### src/rtl/srlk_pkg.sv
package srlk_pkg;

   typedef enum logic [1:0] {
      OP_WREN   = 2'd0,
      OP_WRSR   = 2'd1,
      OP_UNLOCK = 2'd2,
      OP_LOCKDN = 2'd3
   } op_e;

   typedef enum logic [2:0] {
      RC_NONE = 3'd0,
      RC_PIN  = 3'd1,
      RC_PWR  = 3'd2,
      RC_PERM = 3'd3,
      RC_SEQ  = 3'd4
   } cause_e;

   // fixed flag count above the range code: sector, top, complement, protect, lock
   localparam int FLAG_BITS = 5;

endpackage

### src/rtl/srlk_keyseq.sv
module srlk_keyseq
   import srlk_pkg::*;
#(
   parameter int          NKEYS      = 3,
   parameter int          KEY_W      = 8,
   parameter logic [7:0]  KEY_SEED   = 8'hA5,
   parameter logic [7:0]  KEY_STRIDE = 8'h3C
) (
   input  logic             clk,
   input  logic             rst_n,
   input  logic             pwr_cycle,
   input  logic             cmd_valid,
   input  op_e              cmd_op,
   input  logic [KEY_W-1:0] key_in,
   output logic             armed
);

   localparam int CW = $clog2(NKEYS + 1);

   logic [CW-1:0]    cnt;
   logic [KEY_W-1:0] want;

   always_comb begin
      want = KEY_W'(int'(KEY_SEED) + int'(KEY_STRIDE) * int'(cnt));
   end

   assign armed = (cnt == CW'(NKEYS));

   always_ff @(posedge clk or negedge rst_n) begin
      if (!rst_n) begin
         cnt <= '0;
      end else if (pwr_cycle) begin
         cnt <= '0;
      end else if (cmd_valid) begin
         if (cmd_op == OP_UNLOCK && !armed && key_in == want)
            cnt <= cnt + CW'(1);
         else
            cnt <= '0;
      end
   end

   assert_cnt_bound_R8: assert property (@(posedge clk) disable iff (!rst_n)
      cnt <= CW'(NKEYS));

   assert_cycle_disarms_R7: assert property (@(posedge clk) disable iff (!rst_n)
      pwr_cycle |=> !armed);

endmodule

### src/rtl/srlk_arbiter.sv
module srlk_arbiter
   import srlk_pkg::*;
#(
   parameter int NBP           = 3,
   parameter bit PIN_GUARD_ALL = 1'b1
) (
   input  logic [NBP+FLAG_BITS-1:0] cur,
   input  logic [NBP+FLAG_BITS-1:0] wdata,
   input  logic                     wp_n,
   input  logic                     pwr_lock,
   input  logic                     armed,
   output cause_e                   cause,
   output logic [NBP+FLAG_BITS-1:0] nxt
);

   localparam int SR_W  = NBP + FLAG_BITS;
   localparam int B_SRP = NBP + 3;
   localparam int B_PL  = NBP + 4;

   logic [SR_W-1:0] guard;
   logic            touches;

   generate
      if (PIN_GUARD_ALL) begin : g_guard_all
         assign guard = {1'b0, {(SR_W-1){1'b1}}};
      end else begin : g_guard_range
         assign guard = {{(SR_W-NBP-1){1'b0}}, {(NBP+1){1'b1}}};
      end
   endgenerate

   assign touches = |((wdata ^ cur) & guard);

   always_comb begin
      if (cur[B_PL])
         cause = RC_PERM;
      else if (pwr_lock)
         cause = RC_PWR;
      else if (cur[B_SRP] && !wp_n && touches)
         cause = RC_PIN;
      else if (wdata[B_PL] && !armed)
         cause = RC_SEQ;
      else
         cause = RC_NONE;
   end

   assign nxt = {wdata[B_PL] & armed, wdata[SR_W-2:0]};

endmodule

### src/rtl/srlk_state.sv
module srlk_state
   import srlk_pkg::*;
#(
   parameter int NBP = 3
) (
   input  logic                     clk,
   input  logic                     rst_n,
   input  logic                     pwr_cycle,
   input  logic                     cmd_valid,
   input  op_e                      cmd_op,
   input  logic                     wp_n,
   input  logic [NBP+FLAG_BITS-1:0] wdata,
   input  cause_e                   cause,
   input  logic [NBP+FLAG_BITS-1:0] nxt,
   output logic [NBP+FLAG_BITS-1:0] sr,
   output logic                     pwr_lock,
   output logic                     applied,
   output logic                     rejected,
   output cause_e                   rej_cause
);

   localparam int SR_W  = NBP + FLAG_BITS;
   localparam int B_SRP = NBP + 3;
   localparam int B_PL  = NBP + 4;
   localparam logic [SR_W-1:0] RANGE_MASK = SR_W'((1 << (NBP + 1)) - 1);

   logic wel;
   logic wr_fire;

   assign wr_fire = cmd_valid && cmd_op == OP_WRSR && wel && !pwr_cycle;

   always_ff @(posedge clk or negedge rst_n) begin
      if (!rst_n) begin
         sr        <= '0;
         pwr_lock  <= 1'b0;
         wel       <= 1'b0;
         applied   <= 1'b0;
         rejected  <= 1'b0;
         rej_cause <= RC_NONE;
      end else begin
         applied   <= 1'b0;
         rejected  <= 1'b0;
         rej_cause <= RC_NONE;
         if (pwr_cycle) begin
            pwr_lock <= 1'b0;
            wel      <= 1'b0;
         end else if (cmd_valid) begin
            unique case (cmd_op)
               OP_WREN:   wel <= 1'b1;
               OP_LOCKDN: pwr_lock <= 1'b1;
               OP_WRSR: begin
                  wel <= 1'b0;
                  if (wel) begin
                     if (cause == RC_NONE) begin
                        sr      <= nxt;
                        applied <= 1'b1;
                     end else begin
                        rejected  <= 1'b1;
                        rej_cause <= cause;
                     end
                  end
               end
               default: ;
            endcase
         end
      end
   end

   assert_perm_sticky_R9: assert property (@(posedge clk) disable iff (!rst_n)
      sr[B_PL] |=> sr[B_PL]);

   assert_perm_frozen_R9: assert property (@(posedge clk) disable iff (!rst_n)
      sr[B_PL] |=> $stable(sr));

   assert_supply_frozen_R6: assert property (@(posedge clk) disable iff (!rst_n)
      (pwr_lock && !pwr_cycle) |=> $stable(sr));

   assert_pulse_excl_R10: assert property (@(posedge clk) disable iff (!rst_n)
      !(applied && rejected));

   assert_pulse_source_R2: assert property (@(posedge clk) disable iff (!rst_n)
      (applied || rejected) |-> $past(wr_fire));

   assert_latch_clears_R2: assert property (@(posedge clk) disable iff (!rst_n)
      wr_fire |=> !wel);

   assert_pin_refuses_R4: assert property (@(posedge clk) disable iff (!rst_n)
      (wr_fire && sr[B_SRP] && !wp_n && |((wdata ^ sr) & RANGE_MASK)) |=> rejected);

   assert_reject_keeps_R10: assert property (@(posedge clk) disable iff (!rst_n)
      rejected |-> $stable(sr));

endmodule

### src/rtl/status_lock_ctrl.sv
module status_lock_ctrl
   import srlk_pkg::*;
#(
   parameter int         NBP           = 3,
   parameter int         NKEYS         = 3,
   parameter int         KEY_W         = 8,
   parameter logic [7:0] KEY_SEED      = 8'hA5,
   parameter logic [7:0] KEY_STRIDE    = 8'h3C,
   parameter bit         PIN_GUARD_ALL = 1'b1,
   localparam int        SR_W          = NBP + FLAG_BITS,
   localparam int        CMD_W         = (SR_W > KEY_W) ? SR_W : KEY_W
) (
   input  logic             clk,
   input  logic             rst_n,
   input  logic             pwr_cycle,
   input  logic             wp_n,
   input  logic             cmd_valid,
   input  logic [1:0]       cmd_op,
   input  logic [CMD_W-1:0] cmd_data,
   output logic [SR_W-1:0]  sr_q,
   output logic             pwr_locked,
   output logic             wr_applied,
   output logic             wr_rejected,
   output logic [2:0]       rej_cause
);

   localparam int B_PL = NBP + 4;

   generate
      if (NBP < 1 || NBP > 8) begin : g_bad_nbp
         $error("status_lock_ctrl: NBP must lie in 1..8");
      end
      if (NKEYS < 1 || NKEYS > 8) begin : g_bad_nkeys
         $error("status_lock_ctrl: NKEYS must lie in 1..8");
      end
      if (KEY_W < 1 || KEY_W > 8) begin : g_bad_keyw
         $error("status_lock_ctrl: KEY_W must lie in 1..8");
      end
   endgenerate

   op_e             op;
   logic            armed;
   cause_e          cause;
   cause_e          cause_q;
   logic [SR_W-1:0] nxt;

   assign op        = op_e'(cmd_op);
   assign rej_cause = cause_q;

   srlk_keyseq #(
      .NKEYS(NKEYS), .KEY_W(KEY_W), .KEY_SEED(KEY_SEED), .KEY_STRIDE(KEY_STRIDE)
   ) u_keys (
      .clk(clk), .rst_n(rst_n), .pwr_cycle(pwr_cycle), .cmd_valid(cmd_valid),
      .cmd_op(op), .key_in(cmd_data[KEY_W-1:0]), .armed(armed)
   );

   srlk_arbiter #(.NBP(NBP), .PIN_GUARD_ALL(PIN_GUARD_ALL)) u_arb (
      .cur(sr_q), .wdata(cmd_data[SR_W-1:0]), .wp_n(wp_n), .pwr_lock(pwr_locked),
      .armed(armed), .cause(cause), .nxt(nxt)
   );

   srlk_state #(.NBP(NBP)) u_state (
      .clk(clk), .rst_n(rst_n), .pwr_cycle(pwr_cycle), .cmd_valid(cmd_valid),
      .cmd_op(op), .wp_n(wp_n), .wdata(cmd_data[SR_W-1:0]), .cause(cause),
      .nxt(nxt), .sr(sr_q), .pwr_lock(pwr_locked), .applied(wr_applied),
      .rejected(wr_rejected), .rej_cause(cause_q)
   );

   assert_perm_needs_keys_R8: assert property (@(posedge clk) disable iff (!rst_n)
      $rose(sr_q[B_PL]) |-> $past(cmd_valid && op == OP_WRSR && armed));

   assert_cause_with_pulse_R10: assert property (@(posedge clk) disable iff (!rst_n)
      (rej_cause != 3'd0) |-> wr_rejected);

endmodule

### config.mk
export PLATFORM = sky130hd
export DESIGN_NAME = status_lock_ctrl
export DESIGN_NICKNAME = d
export VERILOG_FILES = /design/src/rtl/srlk_pkg.sv /design/src/rtl/srlk_keyseq.sv /design/src/rtl/srlk_arbiter.sv /design/src/rtl/srlk_state.sv /design/src/rtl/status_lock_ctrl.sv
export SDC_FILE = /design/constraint.sdc
export NUM_CORES = 1
export LEC_CHECK = 0
export ABC_AREA = 1
export BUFFER_PORTS_ARGS = -buffer_cell sky130_fd_sc_hd__clkbuf_2
export CORE_ASPECT_RATIO = 0.6
export CORE_MARGIN = 2
export CORE_UTILIZATION = 45
export CTS_CLUSTER_DIAMETER = 80
export DETAILED_ROUTE_END_ITERATION = 7
export HOLD_SLACK_MARGIN = 0.05
export PLACE_DENSITY_LB_ADDON = 0.3
export SYNTH_ARGS = -nofsm -noshare
export SYNTH_HDL_FRONTEND = slang
export SYNTH_SLANG_ARGS = --single-unit
### constraint.sdc
create_clock -name clk -period 4.5 [get_ports clk]
set_clock_uncertainty 0.1 [all_clocks]
set_input_delay 0.45 -clock clk [delete_from_list [all_inputs] [get_ports clk]]
set_output_delay 0.45 -clock clk [all_outputs]
set_load 0.005 [all_outputs]
==> summary.md <==
| Metric | Value |
|---|---|
| Critical-path cell list | `inv_1, ha_1, xnor2_1, nand2_1, o21ai_0, nand2_1, nor2_1, nand3b_1, nand2_1` |
| Number of antenna-violating nets in the routed design | `0` |
| Post_cts resized | `0` |
| Core area | `~2500 um2` |
| Number of max-cap violations | `0` |
| Combinational share of power | `10.8%` |
| Top delay family on crit path | `flip-flops` |
| Net Count, Synth | `between 150 and 200` |
| I/O pins | `29` |
| Gp weighted congestion | `between 0.8 and 0.9` |
| Gr usage total | `about a fifth` |
| Post-Synthesis Cells | `around 150` |
| Register bit total from synthesis | `17` |
| Crit path DAT | `1.91 ns` |
| Pre-antenna DRT Iters | `4` |
| Drt initial violations | `46` |
| Top Layer Used | `met4` |
| Met3 routed WL | `~130 um` |
| Routed WL | `between 2000 and 3000 um` |
| First-pass GRT wire length | `between 4000 and 5000 um` |
| Crit Path Max Fanout | `8` |
| CTS clk-pin slew, worst paths | `0.07 ns` |
| Critical setup path kind | `reg -> reg` |
| HPWL Detailed | `~2100 um` |
| Cell mode on critical path | `nand2_1` |
| Largest area contributor in the netlist | `dfrtp_1` |
| Vias | `1071` |
| Clock buffer count from CTS | `3` |
| GRT Residual Overflow | `0` |
| Area growth syn-to-layout | `20.7%` |
| Yosys warning count | `0` |
| Nets | `approximately 210` |
| Initial antenna violation count | `0` |
| Crit path largest cell delay | `0.49 ns` |
| Netlist cell types | `22` |
| Die W | `a little under 70 um` |
| Area contributors post-synth | `dfrtp_1, nand2_1, inv_1` |
| RSZ-0062 raised after global routing | `false` |
| PortBufs | `28` |
| Worst endpoint required time | `~4.6 ns` |
| Routed len/inst | `about 12 um` |
| CP max stage cell | `dfrtp_1` |
| Reg power frac | `between 50% and 60%` |
| Leak | `roughly 0.00076 uW` |
| Outcome | `finished clean` |
| Routed wl met2 | `around 1300 um` |
| Most frequent cells in the layout | `nand2_1, clkbuf_2, inv_1, dfrtp_1, nor2_1` |
| CTS max path bufs | `2` |
| CP endpoint kind | `register` |
| Sequential area share after synthesis | `approximately 37%` |
| Relative slew margins | `a little under three fifths` |
| Net Switching | `around 76 uW` |
| Slew Viols, Final | `0` |
| Largest net degree at the start of global routing | `18` |
| Htree depth | `1` |
| Worst-Skew Late Latency | `~0.25 ns` |
| Post-CTS Setup Inserts | `0` |
| Power Density | `222 nW/um2` |
| Synth top area share | `a little under two fifths` |
| CTS root buffer | `clkbuf_8` |
| Starting density of the core | `46.3%` |
| Sum Neg Setup Slack | `0 ns` |
| Crit start category | `register` |
| VDD IR max | `0.000119 V` |
| Remaining DRCs | `0` |
| Max Freq | `0.552 GHz` |
| Design area | `~1400 um2` |
| Setup violations, final | `0` |
| CTS tree | `built` |
| # rows | `14` |
| Hold Path Class | `in -> reg` |
| WL met1 | `between 1000 and 1500 um` |
| CTS Hold Bufs | `1` |
| DR vias/cell | `~5` |
| Fin crit share | `roughly 40%` |
| Avg Cell Area, Syn | `about 7.5 um2` |
| Number of global-route vias before repair | `935` |
| Diodes inserted | `0` |
| Final min period | `~1.8 ns` |
| Sw Ratio | `approximately 25%` |
| Clock tree sinks | `17` |
| Layout cells sized above 1 | `about a fifth` |
| Post-DP Area | `about 1300 um2` |
| Most common cell after layout, fill and taps aside | `nand2_1` |
| Die Area | `~3000 um2` |
| P_int | `between 200 and 250 uW` |
| Post-Syn Area | `around 1100 um2` |
| Critical path buffer and inverter count | `1` |
| Die Height | `between 40 and 50 um` |
| Worst-Margin Slew | `approximately 0.67 ns` |
| Fin. Hold Viols | `0` |
| Clk network pwr share | `roughly two fifths` |
| Layout fillers | `between 200 and 300` |
-- path summary, 6_finish.rpt --
path | endpoint | startpoint | slack (ns) | depth (start not counted)
worst max register to register | u_keys.cnt[1] | u_keys.cnt[0] | 2.69 | 9
worst min-delay path | u_state.wel | pwr_cycle | 0.31 | 2
max in group asynchronous | u_keys.cnt[0] | rst_n | 3.42 | 2
worst min register to register | u_state.sr[5] | u_state.sr[5] | 0.43 | 2
min in group asynchronous | u_state.sr[1] | rst_n | 0.57 | 2
worst max-delay path | u_keys.cnt[1] | u_keys.cnt[0] | 2.69 | 9
-- cells by family (layout without fill, tap and decap cells) --
logic type	count (synthesis)	in the layout	share of synthesized area (%)
and+or+nand+nor	85	85	34.7
buffers and inverters	27	60	8.92
DFF	17	17	37.4
AOI/OAI and AO/OA	8	8	5.07
xor gates and xnor gates	8	8	6.17
adders and majority gates	7	7	7.71
-- routing by layer --
layer / GRT usage [%] / vias to the layer above
met5: 0 / -
met4: 3.53 / 0
met1: 26.9 / 497
met3: 5.57 / 4
met2: 30.2 / 28
li1: - / 542
-- flip-flops by register name, summed over array words and instances, names as in the netlist --
name               count
u_state.rej_cause      3
u_state.wel            1
u_state.rejected       1
u_state.pwr_lock       1
u_state.applied        1
u_state.sr             8
u_keys.cnt             2
-- layout make-up --
| class | instances | area, um2 | area share [%] |
|---|---|---|---|
| multi-input cells | 108 | 609 | 44.4 |
| flip-flops and latches | 17 | 425 | 31.0 |
| repair buffers | 29 | 150 | 10.9 |
| inverters | 27 | 101 | 7.39 |
| clock buffers | 4 | 45.0 | 3.28 |
| well taps | 32 | 40.0 | 2.92 |
-- worst register-to-register path, cell delays in order (launching register included) --
cell and delay (ns):
dfrtp_1 0.49, inv_1 0.14, ha_1 0.34, xnor2_1 0.21, nand2_1 0.06, o21ai_0 0.07
nand2_1 0.06, nor2_1 0.12, nand3b_1 0.09, nand2_1 0.06
-- metrics by stage --
stage	hold slack, ns	util [%]	setup WS [ns]	cells	power, uW
2_1_floorplan	0.0544	-	2.89	152	172
3_3_place_gp	0.304	53.7	2.64	212	188
3_5_place_dp	0.316	53.7	2.59	212	190
4_1_cts	0.309	55.9	2.70	217	306
5_1_grt	0.312	55.9	2.54	217	320
6_report	0.308	55.9	2.69	217	305
-- synth_stat cells --
cell	instances
nand3_4	1
nor2_2	1
nand2_1	50
ha_1	7
inv_2	2
xnor2_1	4
nor3b_1	1
xor2_1	4
clkinv_1	1
o32ai_1	1
a21oi_1	3
o21ai_0	2
nand3_1	7
nand4_1	8
o21ai_1	1
nand3b_1	2
nor3_1	1
nor4_4	1
inv_1	24
nor2_1	13
o21bai_4	1
dfrtp_1	17
-- power groups by stage --
stage	clock network (uW)	logic, uW	registers [uW]
after floorplan	0	14.3	157
after global placement	0	30.5	157
after detailed placement	0	32.4	157
after CTS	118	33.2	154
after global routing	129	36.3	154
final	117	32.9	154
(Power assumes the default switching activity.)
